==> config.mk <==
export PLATFORM = sky130hd
export DESIGN_NAME = irq_entry_seq
export DESIGN_NICKNAME = d
export VERILOG_FILES = /design/src/rtl/irq_entry_pkg.sv /design/src/rtl/irq_accept.sv /design/src/rtl/irq_vec_addr.sv /design/src/rtl/irq_entry_seq.sv
export SDC_FILE = /design/constraint.sdc
export NUM_CORES = 1
export LEC_CHECK = 0
export CORE_AREA = 2 2 212 214
export CTS_CLUSTER_DIAMETER = 60
export CTS_CLUSTER_SIZE = 28
export DETAILED_ROUTE_END_ITERATION = 12
export DIE_AREA = 0 0 214 216
export DONT_BUFFER_PORTS = 1
export PLACE_DENSITY = 0.48
export SYNTH_ARGS = -nofsm -noshare
export SYNTH_HDL_FRONTEND = slang
export SYNTH_SLANG_ARGS = --single-unit
==> constraint.sdc <==
create_clock -name clk -period 9.75 [get_ports clk]
set_clock_uncertainty 0.2 [all_clocks]
set_input_delay 2.4375 -clock clk [delete_from_list [all_inputs] [get_ports clk]]
set_output_delay 2.4375 -clock clk [all_outputs]
set_load 0.05 [all_outputs]
==> src/rtl/irq_entry_pkg.sv <==
// irq_entry_pkg: shared types and status word field positions for the
// interrupt entry sequencer. Field positions are fixed because the core
// decodes the packed status word with the same layout.
package irq_entry_pkg;

    // Status word field positions
    localparam int PSW_I_BIT   = 16;
    localparam int PSW_U_BIT   = 17;
    localparam int PSW_PM_BIT  = 20;
    localparam int PSW_IPL_LSB = 24;

    // Kind of request that the sequencer is servicing
    typedef enum logic [1:0] {
        KIND_NONE = 2'd0,
        KIND_EXC  = 2'd1,
        KIND_NORM = 2'd2,
        KIND_FAST = 2'd3
    } entry_kind_e;

    // Sequencer states
    typedef enum logic [2:0] {
        ST_IDLE    = 3'd0,
        ST_PUSH_SR = 3'd1,
        ST_PUSH_PC = 3'd2,
        ST_FETCH   = 3'd3,
        ST_DONE    = 3'd4
    } entry_state_e;

endpackage

==> src/rtl/irq_accept.sv <==
// irq_accept: combinational acceptance decision for one idle cycle.
// Assumes the caller only uses the result while idle. Priority is
// exception, then fast interrupt, then normal interrupt.
module irq_accept
    import irq_entry_pkg::*;
#(
    parameter int IPL_W = 4
) (
    input  logic             exc_req,
    input  logic             fint_req,
    input  logic             nirq_req,
    input  logic [IPL_W-1:0] nirq_lvl,
    input  logic             flag_i,
    input  logic [IPL_W-1:0] cur_ipl,
    output entry_kind_e      kind
);

    localparam logic [IPL_W-1:0] TOP_IPL = {IPL_W{1'b1}};

    logic fast_ok;
    logic norm_ok;

    // Gate each interrupt type by the enable flag and the priority mask
    always_comb begin
        fast_ok = fint_req && flag_i && (cur_ipl != TOP_IPL);
        norm_ok = nirq_req && flag_i && (cur_ipl < nirq_lvl);
    end

    // Pick the winner by fixed priority
    always_comb begin
        if (exc_req)      kind = KIND_EXC;
        else if (fast_ok) kind = KIND_FAST;
        else if (norm_ok) kind = KIND_NORM;
        else              kind = KIND_NONE;
    end

endmodule

==> src/rtl/irq_vec_addr.sv <==
// irq_vec_addr: byte address of the vector table entry to fetch.
// Normal interrupts index the relocatable table by number. Exceptions
// below 256 index a fixed base; higher ones index the relocatable table
// by their low 8 bits. Assumes VEC_W >= 8.
module irq_vec_addr
    import irq_entry_pkg::*;
#(
    parameter int          XLEN     = 32,
    parameter int          NUM_W    = 8,
    parameter int          VEC_W    = 9,
    parameter logic [31:0] EXC_BASE = 32'hFFFF_FFC0
) (
    input  entry_kind_e      kind,
    input  logic [NUM_W-1:0] num,
    input  logic [VEC_W-1:0] vec,
    input  logic [XLEN-1:0]  tbl_base,
    output logic [XLEN-1:0]  addr
);

    localparam logic [XLEN-1:0] FIX_BASE = XLEN'(EXC_BASE);

    logic            vec_low;
    logic [7:0]      vec_idx;
    logic [XLEN-1:0] num_off;
    logic [XLEN-1:0] vec_off;

    // Decide whether the vector belongs to the fixed range
    generate
        if (VEC_W > 8) begin : g_wide_vec
            assign vec_low = (vec[VEC_W-1:8] == '0);
        end else begin : g_narrow_vec
            assign vec_low = 1'b1;
        end
    endgenerate

    assign vec_idx = vec[7:0];

    // Scale indices to word offsets
    always_comb begin
        num_off = XLEN'(num) << 2;
        vec_off = XLEN'(vec_idx) << 2;
    end

    // Select the base and offset for the current kind
    always_comb begin
        if (kind == KIND_EXC) begin
            addr = vec_low ? (FIX_BASE + vec_off) : (tbl_base + vec_off);
        end else begin
            addr = tbl_base + num_off;
        end
    end

endmodule

==> src/rtl/irq_entry_seq.sv <==
// irq_entry_seq: interrupt and exception entry sequencer.
// In an idle cycle it accepts at most one request, snapshots status and PC,
// and settles the stack pointers. The fast path loads backup registers and
// a fixed vector. The other paths push status then PC on the interrupt stack
// and fetch the handler address through a valid/ready memory port. Assumes
// the memory port completes every request eventually. New requests are not
// looked at until the sequence has finished.
module irq_entry_seq
    import irq_entry_pkg::*;
#(
    parameter int          XLEN     = 32,
    parameter int          NUM_W    = 8,
    parameter int          IPL_W    = 4,
    parameter int          VEC_W    = 9,
    parameter logic [31:0] EXC_BASE = 32'hFFFF_FFC0
) (
    input  logic             clk,
    input  logic             rst_n,
    input  logic             nirq_req,
    input  logic [NUM_W-1:0] nirq_num,
    input  logic [IPL_W-1:0] nirq_lvl,
    input  logic             fint_req,
    input  logic             exc_req,
    input  logic [VEC_W-1:0] exc_vec,
    input  logic [XLEN-1:0]  cur_psw,
    input  logic [XLEN-1:0]  cur_pc,
    input  logic [XLEN-1:0]  cur_r0,
    input  logic [XLEN-1:0]  cur_usp,
    input  logic [XLEN-1:0]  cur_isp,
    input  logic [XLEN-1:0]  tbl_base,
    input  logic [XLEN-1:0]  fast_vec,
    output logic             mem_valid,
    output logic             mem_we,
    output logic [XLEN-1:0]  mem_addr,
    output logic [XLEN-1:0]  mem_wdata,
    input  logic [XLEN-1:0]  mem_rdata,
    input  logic             mem_ready,
    output logic [XLEN-1:0]  new_pc,
    output logic [XLEN-1:0]  new_psw,
    output logic [XLEN-1:0]  new_usp,
    output logic [XLEN-1:0]  new_isp,
    output logic [XLEN-1:0]  bk_pc,
    output logic [XLEN-1:0]  bk_psw,
    output logic             ack,
    output logic             ack_fast,
    output logic [NUM_W-1:0] ack_num,
    output logic             done,
    output logic [1:0]       done_kind
);

    localparam logic [IPL_W-1:0] TOP_IPL   = {IPL_W{1'b1}};
    localparam logic [XLEN-1:0]  WORD_STEP = XLEN'(4);

    entry_state_e     state_q;
    entry_kind_e      kind_q;
    entry_kind_e      pick;
    logic [XLEN-1:0]  snap_psw_q;
    logic [XLEN-1:0]  snap_pc_q;
    logic [XLEN-1:0]  isp_q;
    logic [XLEN-1:0]  usp_q;
    logic [XLEN-1:0]  tbl_q;
    logic [NUM_W-1:0] num_q;
    logic [IPL_W-1:0] lvl_q;
    logic [VEC_W-1:0] vec_q;
    logic [XLEN-1:0]  pc_q;
    logic [XLEN-1:0]  bk_pc_q;
    logic [XLEN-1:0]  bk_psw_q;
    logic             ack_q;
    logic             ack_fast_q;
    logic [NUM_W-1:0] ack_num_q;
    logic [XLEN-1:0]  vec_addr;
    logic             hs;
    logic             entering;
    logic             live_u;

    assign live_u   = cur_psw[PSW_U_BIT];
    assign hs       = mem_valid && mem_ready;
    assign entering = (state_q == ST_IDLE) && (pick != KIND_NONE);

    irq_accept #(
        .IPL_W (IPL_W)
    ) u_accept (
        .exc_req  (exc_req),
        .fint_req (fint_req),
        .nirq_req (nirq_req),
        .nirq_lvl (nirq_lvl),
        .flag_i   (cur_psw[PSW_I_BIT]),
        .cur_ipl  (cur_psw[PSW_IPL_LSB +: IPL_W]),
        .kind     (pick)
    );

    irq_vec_addr #(
        .XLEN     (XLEN),
        .NUM_W    (NUM_W),
        .VEC_W    (VEC_W),
        .EXC_BASE (EXC_BASE)
    ) u_vaddr (
        .kind     (kind_q),
        .num      (num_q),
        .vec      (vec_q),
        .tbl_base (tbl_q),
        .addr     (vec_addr)
    );

    // Sequencer state and step control
    always_ff @(posedge clk) begin
        if (!rst_n) begin
            state_q <= ST_IDLE;
            kind_q  <= KIND_NONE;
        end else begin
            unique case (state_q)
                ST_IDLE: begin
                    if (entering) begin
                        kind_q  <= pick;
                        state_q <= (pick == KIND_FAST) ? ST_DONE : ST_PUSH_SR;
                    end
                end
                ST_PUSH_SR: if (hs) state_q <= ST_PUSH_PC;
                ST_PUSH_PC: if (hs) state_q <= ST_FETCH;
                ST_FETCH:   if (hs) state_q <= ST_DONE;
                ST_DONE:    state_q <= ST_IDLE;
                default:    state_q <= ST_IDLE;
            endcase
        end
    end

    // Snapshot of the request and context at the accepting edge
    always_ff @(posedge clk) begin
        if (!rst_n) begin
            snap_psw_q <= '0;
            snap_pc_q  <= '0;
            usp_q      <= '0;
            tbl_q      <= '0;
            num_q      <= '0;
            lvl_q      <= '0;
            vec_q      <= '0;
        end else if (entering) begin
            snap_psw_q <= cur_psw;
            snap_pc_q  <= cur_pc;
            usp_q      <= live_u ? cur_r0 : cur_usp;
            tbl_q      <= tbl_base;
            num_q      <= nirq_num;
            lvl_q      <= nirq_lvl;
            vec_q      <= exc_vec;
        end
    end

    // Interrupt stack pointer: seeded at entry, stepped down per push
    always_ff @(posedge clk) begin
        if (!rst_n) begin
            isp_q <= '0;
        end else if (entering) begin
            isp_q <= live_u ? cur_isp : cur_r0;
        end else if (hs && mem_we) begin
            isp_q <= isp_q - WORD_STEP;
        end
    end

    // Handler address and fast-path backup registers
    always_ff @(posedge clk) begin
        if (!rst_n) begin
            pc_q     <= '0;
            bk_pc_q  <= '0;
            bk_psw_q <= '0;
        end else if (entering && (pick == KIND_FAST)) begin
            pc_q     <= fast_vec;
            bk_pc_q  <= cur_pc;
            bk_psw_q <= cur_psw;
        end else if ((state_q == ST_FETCH) && hs) begin
            pc_q <= mem_rdata;
        end
    end

    // Acknowledge pulse for accepted interrupts
    always_ff @(posedge clk) begin
        if (!rst_n) begin
            ack_q      <= 1'b0;
            ack_fast_q <= 1'b0;
            ack_num_q  <= '0;
        end else begin
            ack_q      <= entering && (pick != KIND_EXC);
            ack_fast_q <= entering && (pick == KIND_FAST);
            if (entering && (pick == KIND_NORM)) ack_num_q <= nirq_num;
            else if (entering)                    ack_num_q <= '0;
        end
    end

    // Memory request for the current step
    always_comb begin
        mem_valid = 1'b0;
        mem_we    = 1'b0;
        mem_addr  = '0;
        mem_wdata = '0;
        unique case (state_q)
            ST_PUSH_SR: begin
                mem_valid = 1'b1;
                mem_we    = 1'b1;
                mem_addr  = isp_q - WORD_STEP;
                mem_wdata = snap_psw_q;
            end
            ST_PUSH_PC: begin
                mem_valid = 1'b1;
                mem_we    = 1'b1;
                mem_addr  = isp_q - WORD_STEP;
                mem_wdata = snap_pc_q;
            end
            ST_FETCH: begin
                mem_valid = 1'b1;
                mem_addr  = vec_addr;
            end
            default: ;
        endcase
    end

    // Handler status word: privilege flags cleared, level set per kind
    always_comb begin
        new_psw = snap_psw_q;
        new_psw[PSW_I_BIT]  = 1'b0;
        new_psw[PSW_U_BIT]  = 1'b0;
        new_psw[PSW_PM_BIT] = 1'b0;
        if (kind_q == KIND_FAST)      new_psw[PSW_IPL_LSB +: IPL_W] = TOP_IPL;
        else if (kind_q == KIND_NORM) new_psw[PSW_IPL_LSB +: IPL_W] = lvl_q;
    end

    assign new_pc    = pc_q;
    assign new_usp   = usp_q;
    assign new_isp   = isp_q;
    assign bk_pc     = bk_pc_q;
    assign bk_psw    = bk_psw_q;
    assign ack       = ack_q;
    assign ack_fast  = ack_fast_q;
    assign ack_num   = ack_num_q;
    assign done      = (state_q == ST_DONE);
    assign done_kind = kind_q;

    AST_RESET_QUIET: assert property (@(posedge clk)
        !rst_n |=> (!done && !ack && !mem_valid));
    AST_FAST_NO_MEM: assert property (@(posedge clk) disable iff (!rst_n)
        (kind_q == KIND_FAST && state_q != ST_IDLE) |-> !mem_valid);
    AST_PUSH_STEP: assert property (@(posedge clk) disable iff (!rst_n)
        (mem_valid && mem_ready && mem_we) |=> (isp_q == $past(isp_q) - WORD_STEP));
    AST_REQ_HOLD: assert property (@(posedge clk) disable iff (!rst_n)
        (mem_valid && !mem_ready) |=> (mem_valid && $stable(mem_addr)
                                       && $stable(mem_we) && $stable(mem_wdata)));
    AST_DONE_SINGLE: assert property (@(posedge clk) disable iff (!rst_n)
        done |=> !done);
    AST_ACK_SINGLE: assert property (@(posedge clk) disable iff (!rst_n)
        ack |=> !ack);
    AST_FLAGS_CLEAR: assert property (@(posedge clk) disable iff (!rst_n)
        done |-> (!new_psw[PSW_I_BIT] && !new_psw[PSW_U_BIT] && !new_psw[PSW_PM_BIT]));
    AST_FAST_TOP_IPL: assert property (@(posedge clk) disable iff (!rst_n)
        (done && done_kind == KIND_FAST) |-> (new_psw[PSW_IPL_LSB +: IPL_W] == TOP_IPL));

endmodule

# Word-level counts from Yosys, hierarchy flattened
# Cells that the tools add are included.
# word_totals
reg_bits	292
latch_bits	0
ram_bits	0
mem_bits_ro	0
inputBits	283
out_inout_bits	271
elab_cells	81
n_memories	0
# classes
n_addsub	4
multipliers	0
n_div	0
n_lt_le_gt_ge	1
n_eq_ne	15
shifts	0
muxes	25
bitwise	0
n_reduce_logical	20
# op_table
cell	n
2-to-1 mux 32 bit	8
case mux 32 bit (2 select lines)	2
adder 32 x 10 -> 32 bit	2
subtractor 32 x 3 -> 32 bit (second input constant)	1
2-to-1 mux 8 bit	2
2-to-1 mux 3 bit	5
adder 7 x 11 -> 12 bit (first input constant)	1
case mux 3 bit (4 select lines)	1
logical AND 1 bit	11
== test 2 bit (second input constant)	4
2-to-1 mux 4 bit	2
!= test 2 bit (second input constant)	4
nonzero test 2 bit	4
== test 3 x 2 -> 1 bit (second input constant)	2
2-to-1 mux 2 bit	3
less-than comparator 4 bit	1
!= test 4 bit (second input constant)	1
AND reduction 4 bit	1
== test 3 x 1 -> 1 bit (second input constant)	1
== test 3 bit (second input constant)	1
zero test 3 bit	1
OR reduction 3 bit	1
== test 2 x 1 -> 1 bit (second input constant)	1
2-to-1 mux 1 bit	2
3 further kinds	3

# Longest topological paths before layout
# Gate-level depths: netlist (run 1).
# depth
ltp_word	9
depth_mapped	10
ltp_nobuf	9

# Modules after synthesis
# Synthesis (run 1) repeated with hierarchy kept, for this count alone.
# hier_totals
hier_cells	1982
area_unflattened_um2	15766.4
# modules_own_cells
mod	n_inst	cells_per_inst	area_each_um2	seq_area_each_um2
irq_entry_seq	1	1630	13459.2	5845.6
irq_vec_addr	1	336	2198.4	0.0
irq_accept	1	16	108.9	0.0

# Worst setup path after synthesis (run 1)
# Ideal clock, no wire load.
# synth_path
kind	flip-flop to output port
start	register isp_q[17] (netlist: new_isp[17])
end	output port mem_addr[26]
arrival_ns	3.119
required_time_ns	7.113
path_slack_ns	3.993
path_stages_with_launch	9
path_buffers	2
path_cell_list	dfxtp_1 > buf_2 > or4_1 > or4_4 > buf_6 > nor2_1 > nand4b_1 > xor2_1 > o221ai_1
# synth_between
elab_chain_len	2
# synth_lines
item	line	text
start: declaration	irq_entry_seq.sv:59	logic [XLEN-1:0] isp_q;
start signal: assignment	irq_entry_seq.sv:153	isp_q <= live_u ? cur_isp : cur_r0;
start signal: assignment	irq_entry_seq.sv:155	isp_q <= isp_q - WORD_STEP;
subtractor 32 x 3 -> 32 bit	irq_entry_seq.sv:198, irq_entry_seq.sv:204	
case mux 32 bit (2 select lines)	irq_entry_seq.sv:194	unique case (state_q)
end: declaration	irq_entry_seq.sv:34	output logic [XLEN-1:0] mem_addr,
# Every way passes these cells.

# Final worst setup path (run 1)
# layout_path
start	register state_q[0]
end	output port mem_addr[6]
# layout_between
elab_chain_len	3
elab_cells_between_ends	5
cone_classes	3 x eq/ne; 1 x mux; 1 x reduce/logical
# layout_lines
item	line	text
start: declaration	irq_entry_seq.sv:54	entry_state_e state_q;
start signal: assignment	irq_entry_seq.sv:115	state_q <= (pick == KIND_FAST) ? ST_DONE : ST_PUSH_SR;
== test 3 x 2 -> 1 bit / == test 3 x 1 -> 1 bit (equally long branches)	irq_entry_seq.sv:194	
OR reduction 2 bit (no line)	--	
case mux 32 bit (2 select lines) *	irq_entry_seq.sv:194	
# Every way passes the cells marked *; elsewhere a longest branch is shown, timed or not.

==> results.yml, run 1 <==
setup_path:
  cpPeakStageDelay_ns: 0.95
  cp_cell_sequence: "xor2_1 > nand2_1 > inv_1 > o21ai_0 > o21ai_1"
  cp-start-kind: "flip-flop"
  critPathMaxFanout: 21
  critPathTopFamily: "compound AO/OA/AOI/OAI gates"
  crit_path_top_delay_cell: "inv_1"
  cp.required_ns: 7.11
  r2r_slack_ns: 5.93
  crit_type: "reg -> out"
  cp.arrival_ns: 3.85
  path_buf_inv: 1
  end_kind: "output port"
place:
  gp_congestion: 0.891
  place_area_sq_um: 15800
  io_buffers: 0
  dpl.hpwl_mm: 43.9
  dp_slack_ns: 3.85
routing:
  wire_per_inst_microns: 25.2
  drtPass1Iterations: 5
  drc: 0
  antenna_left: 0
  vias: 14704
  via_per_inst: 5.97
  drt_iter0_drc: 1299
  routed_wl_mm: 62.0
final_layout:
  final_area_sq_um: 16900
  drive_gt1_frac: 0.0707
  syn_to_final_growth_pct: 7.41
  fillCellCount: 4619
  nets: 2150
sta:
  final-hold-violation-count: 0
  holdWs_ns: 0.269
  fmax_ghz: 0.154
  slew-limit-headroom: 0.190
  post-route-period-util: 0.665
  period_needed_ns: 6.48
  fin_ws_ns: 3.27
  tightest_slew_ns: 1.21
  rsz0062_at_grt: "false"
  setup_violations: 0
  finalMaxSlewViolations: 0
  final.setup.tns_ns: 0
global_route:
  grt_usage: 0.253
  antenna_found_initial: 5
  grt_max_degree: 171
  gr-total-overflow: 0
  grt_pass1_vias: 13958
  grt_pass1_wl_mm: 90.8
flow_run:
  cap_violations: 0
clock_tree:
  cts_root_buf: "clkbuf_16"
  cts_tree: "done"
  cts_max_level: 1
  cts_hold_buf: 0
  post_cts_buffers: 0
  clock_sinks: 292
  numCtsBuffers: 31
  clk-insertion-delay-late_ns: 0.59
  clk_pin_slew_worst_paths_ns: 0.08
  cts_buffer_depth: 3
  cts_resized: 0
floorplanning:
  die_area_sq_um: 46200
  ios: 554
  start_util: 0.358
  die_w_microns: 214
  die_h_microns: 216
  core_sq_um: 43800
  rows: 77
synthesis:
  synth_warnings: 0
  synthArstFlopShare: 0
  synth_ff_type: "dfxtp_1"
  synthCells: 2001
  synth-seq-area-share: 0.372
  synth-edff-count: 0
  avgSynthCellArea_sq_um: 7.85
  synth-seq-cells: 292
  synth_cell_types: 70
  netlist_area_sq_um: 15700
outcome:
  outcome: "completed"
power_and_ir_drop:
  p_total_mw: 3.83
  cellPowerDensity_nw_per_um2: 227
  p_leak_nw: 5.84
  vdd_drop_max_uv: 152
hold_path:
  hp-class: "reg -> reg"
## area by class of cell
type,count,area (sq um),area share
tap,592,741,0.0439
sequential,292,5850,0.346
antenna,2,5.00,0.000297
multi-input combinational,1467,8890,0.527
inverter,19,78.8,0.00467
clock inverter,22,234,0.0139
timing repair buffer,33,260,0.0154
clock buffer,35,821,0.0486
## cells in the final DEF, fill, tap and decap left out, types with 6 or more instances in the layout
master       n
nand3_1    148
o22ai_1      7
nor4_1       7
o31a_1       7
a32o_1       8
nand4_1     29
nor2_1      92
nor4_4       6
a22o_1      34
xnor2_1     26
nand2_1    257
a31oi_1     12
a311oi_1    33
mux2i_1     64
o21ai_0    137
o31ai_1      7
or4_1        8
buf_4       32
a211oi_1    42
o311ai_0     6
o21a_1       6
ha_1        21
a21o_1       9
nor3_1      71
nand2b_1    14
or3_1       11
xor2_1      30
nand4b_1     6
o21ai_1      7
clkbuf_16   31
inv_1       18
o221ai_1    18
inv_6        7
a21oi_1    232
o211ai_1    17
mux2_2      14
dfxtp_1    292
and3_1       7
## through the flow
step,utilization,instances
6_report,0.385,2462
3_5_place_dp,0.361,2403
4_1_cts,0.385,2460
3_3_place_gp,0.361,2403
2_1_floorplan,-,2003
5_1_grt,0.385,2461
## sequential cells by signal (all words and copies together) (netlist names)
name and flops:
lvl_q 4, ack_fast 1, vec_q 9, new_usp 32, new_pc 32, bk_psw 32, ack_num 8, ack 1
new_isp 32, done_kind 2, bk_pc 32, num_q 8, tbl_q 32, snap_psw_q 32, state_q 3, snap_pc_q 32
## worst paths after layout
| path | to | from | cells past startpoint |
|---|---|---|---|
| max | mem_addr[6] | state_q[0] | 5 |
| min | snap_pc_q[15] | snap_pc_q[15] | 2 |
| max reg2reg | new_isp[24] | state_q[0] | 6 |
| min reg2reg | snap_pc_q[15] | snap_pc_q[15] | 2 |
## per-layer routing
| metal | GRT usage | vias up | share of wire |
|---|---|---|---|
| li1 | - | 6935 | - |
| met1 | 0.294 | 7098 | 0.39 |
| met2 | 0.419 | 546 | 0.47 |
| met3 | 0.0953 | 119 | 0.098 |
| met4 | 0.102 | 6 | 0.044 |
| met5 | 0 | - | 0.00064 |
## cell usage after synthesis, types with 4 or more instances
library cell | instances | area [sq um]
nor2b_1 | 6 | 37.5
buf_1 | 29 | 109
mux2_2 | 14 | 158
clkbuf_1 | 148 | 556
nor3b_1 | 4 | 30.0
nand3_1 | 148 | 741
buf_4 | 28 | 210
o31a_1 | 7 | 61.3
xor2_1 | 30 | 263
a21o_1 | 10 | 75.1
a21boi_0 | 4 | 30.0
nand2b_1 | 15 | 93.8
a221o_1 | 5 | 50.1
mux2i_1 | 64 | 641
o221ai_1 | 18 | 158
nand4b_1 | 6 | 52.6
o311ai_0 | 6 | 52.6
nor4_1 | 7 | 43.8
nand4_1 | 29 | 181
buf_2 | 19 | 95.1
nor3_1 | 72 | 360
o211ai_1 | 17 | 128
nand2_1 | 257 | 965
a32o_1 | 8 | 80.1
a211oi_1 | 42 | 315
and3_1 | 7 | 43.8
o21ai_0 | 143 | 716
a31oi_1 | 12 | 75.1
a311oi_1 | 33 | 289
o31ai_1 | 7 | 52.6
or3_1 | 11 | 68.8
nor4_4 | 6 | 128
dfxtp_1 | 292 | 5850
o21a_1 | 6 | 45.0
and4_1 | 4 | 35.0
xnor2_1 | 26 | 228
nor2_1 | 93 | 349
ha_1 | 21 | 263
o22ai_1 | 7 | 43.8
a22o_1 | 34 | 298
a21oi_1 | 232 | 1160
a211o_1 | 5 | 43.8
or4_1 | 8 | 60.1
inv_1 | 19 | 71.3
## power by group
group	internal, mW	switching (mW)	total, mW
registers	1.31	0.416	1.73
logic	0.265	0.610	0.875
clock network	0.657	0.573	1.23
## worst min-delay path, cell delays in order (launching register included)
cell	delay, ns
dfxtp_1	0.31
nand3_1	0.06
a21oi_1	0.05
## cell families (layout without fill, tap and decap cells)
group	after synthesis	after routing	share of synthesized area
xor+xnor	56	56	0.0312
fa+ha+maj	23	23	0.0193
simple gates	691	691	0.214
compound gates	616	616	0.246
flops	292	292	0.372
other cells	1	5	0.000239
buf+inv	244	109	0.0670
mux	78	78	0.0508
Power figures use the tool's default switching activity.
==> run 2: changes to the inputs <==
--- a/config.mk
+++ b/config.mk
@@ -5,13 +5,13 @@
 export SDC_FILE = /design/constraint.sdc
 export NUM_CORES = 1
 export LEC_CHECK = 0
-export CORE_AREA = 2 2 212 214
+export CORE_AREA = 2 2 214 216
 export CTS_CLUSTER_DIAMETER = 60
 export CTS_CLUSTER_SIZE = 28
 export DETAILED_ROUTE_END_ITERATION = 12
-export DIE_AREA = 0 0 214 216
+export DIE_AREA = 0 0 216 218
 export DONT_BUFFER_PORTS = 1
-export PLACE_DENSITY = 0.48
+export PLACE_DENSITY = 0.47
 export SYNTH_ARGS = -nofsm -noshare
 export SYNTH_HDL_FRONTEND = slang
 export SYNTH_SLANG_ARGS = --single-unit
==> constraint.sdc (replaced) <==
create_clock -name clk -period 6.7 [get_ports clk]
set_clock_uncertainty 0.2 [all_clocks]
set_input_delay 1.675 -clock clk [delete_from_list [all_inputs] [get_ports clk]]
set_output_delay 1.675 -clock clk [all_outputs]
set_load 0.05 [all_outputs]
==> run 2 against run 1 <==
Sequential power rose by 45%. Worst hold slack got worse by 0.0031 ns. Routed wire length rose by 0.64%. Core utilization fell by 0.47 points. Combinational power rose by 49%. Non-clock buffer count rose by 7. Critical path depth rose by 4. Critical path type unchanged.
==> results.yml, run 2 (synthesis gave the netlist of run 1 again) <==
routing:
  drtPass1Iterations: 6
  drc: 0
  via_per_inst: 5.95
  antenna_left: 0
  drt_iter0_drc: 1123
  wire_per_inst_microns: 25.2
  vias: 14759
  routed_wl_mm: 62.4
setup_path:
  crit_path_top_delay_cell: "o22ai_1"
  cpPeakStageDelay_ns: 0.96
  r2r_slack_ns: 3.23
  end_kind: "output port"
  cp-start-kind: "flip-flop"
  cp.required_ns: 4.83
  critPathMaxFanout: 5
  cp_cell_sequence: "ha_1 > inv_1 > fa_1 > nor2b_1 > o31ai_1 > a21oi_1 > a211oi_1 > a211o_1 > o22ai_1"
  critPathTopFamily: "compound AO/OA/AOI/OAI gates"
  crit_type: "reg -> out"
  path_buf_inv: 1
  cp.arrival_ns: 3.81
power_and_ir_drop:
  pwr-share-comb: 0.226
  p_total_mw: 5.76
  pwr-share-seq: 0.433
  cellPowerDensity_nw_per_um2: 338
  vdd_drop_max_uv: 165
  p_int_mw: 3.43
  switching_power_mw: 2.33
  switching_share: 0.404
  p_leak_nw: 5.93
  clkPwrFrac: 0.341
floorplanning:
  die_w_microns: 216
  ios: 554
  die_h_microns: 218
  rows: 78
  start_util: 0.350
  core_sq_um: 44900
  die_area_sq_um: 47100
global_route:
  grt_max_degree: 161
  grt_usage: 0.250
  grt_pass1_wl_mm: 90.4
  gr-total-overflow: 0
  antenna_found_initial: 3
  grt_pass1_vias: 13941
place:
  place_area_sq_um: 15900
  dpl.hpwl_mm: 44.3
  io_buffers: 0
  dp_slack_ns: 1.63
  dp_cells: 2418
  gp_congestion: 0.879
clock_tree:
  cts_max_level: 2
  cts_resized: 0
  clk-insertion-delay-late_ns: 0.55
  cts_root_buf: "clkbuf_16"
  cts_hold_buf: 0
  clock_sinks: 292
  cts_tree: "done"
  clk_pin_slew_worst_paths_ns: 0.07
  post_cts_buffers: 0
  numCtsBuffers: 34
  cts_buffer_depth: 3
final_layout:
  instances_no_fill: 2480
  seqCellArea_sq_um: 5850
  nets: 2160
  drive_gt1_frac: 0.0740
  final_area_sq_um: 17100
  syn_to_final_growth_pct: 8.66
  fin_util: 0.380
  mostFrequentLayoutCell: "dfxtp_1"
  multi_input_area_sq_um: 8890
  fillCellCount: 4738
  mostFrequentLayoutCells: "dfxtp_1, nand2_1, a21oi_1, nand3_1, o21ai_0"
sta:
  setup_violations: 0
  fin_ws_ns: 1.01
  holdWs_ns: 0.266
  fmax_ghz: 0.176
  slew-limit-headroom: 0.155
  rsz0062_at_grt: "false"
  period_needed_ns: 5.69
  finalMaxSlewViolations: 0
  final.setup.tns_ns: 0
  final-hold-violation-count: 0
  tightest_slew_ns: 1.29
  post-route-period-util: 0.849
flow_run:
  cap_violations: 0
outcome:
  outcome: "completed"
hold_path:
  hp-class: "reg -> reg"
==> run 2: worst paths after layout <==
| check | start | end | cells after the start |
|---|---|---|---|
| setup / recovery | tbl_q[2] | mem_addr[16] | 9 |
| hold / removal | snap_pc_q[14] | snap_pc_q[14] | 2 |
| setup reg to reg | state_q[0] | new_isp[16] | 5 |
| hold reg to reg | snap_pc_q[14] | snap_pc_q[14] | 2 |
==> run 2: area by class of cell <==
type                       instances  area share
multi-input combinational       1467       0.521
tap                              600      0.0440
timing repair buffer              40      0.0198
inverter                          19     0.00462
clock inverter                    18      0.0134
antenna                            1    0.000147
sequential                       292       0.342
clock buffer                      43      0.0548
==> run 2: worst register-to-register path, stage by stage, from the launching register on <==
cell      delay (ns)
dfxtp_1         0.57
or3_1           0.52
nand2b_4        0.60
nand2_1         0.65
buf_4           0.46
a311o_1         0.34
==> run 2: per-layer routing <==
metal  track usage  vias up  wire length (microns)
li1              -     6952                      -
met1         0.289     7144                  24400
met2         0.418      549                  29800
met3        0.0909      110                   5860
met4         0.107        4                   2400
met5             0        -                     27
==> run 2: power by group through the flow <==
stage          clock, mW  combinational (mW)  sequential [mW]
6_report            1.96                1.30             2.50
5_1_grt             2.09                1.41             2.52
4_1_cts             2.02                1.30             2.49
3_5_place_dp           0                1.30             2.53
3_3_place_gp           0                1.29             2.53
2_1_floorplan          0                1.10             2.37
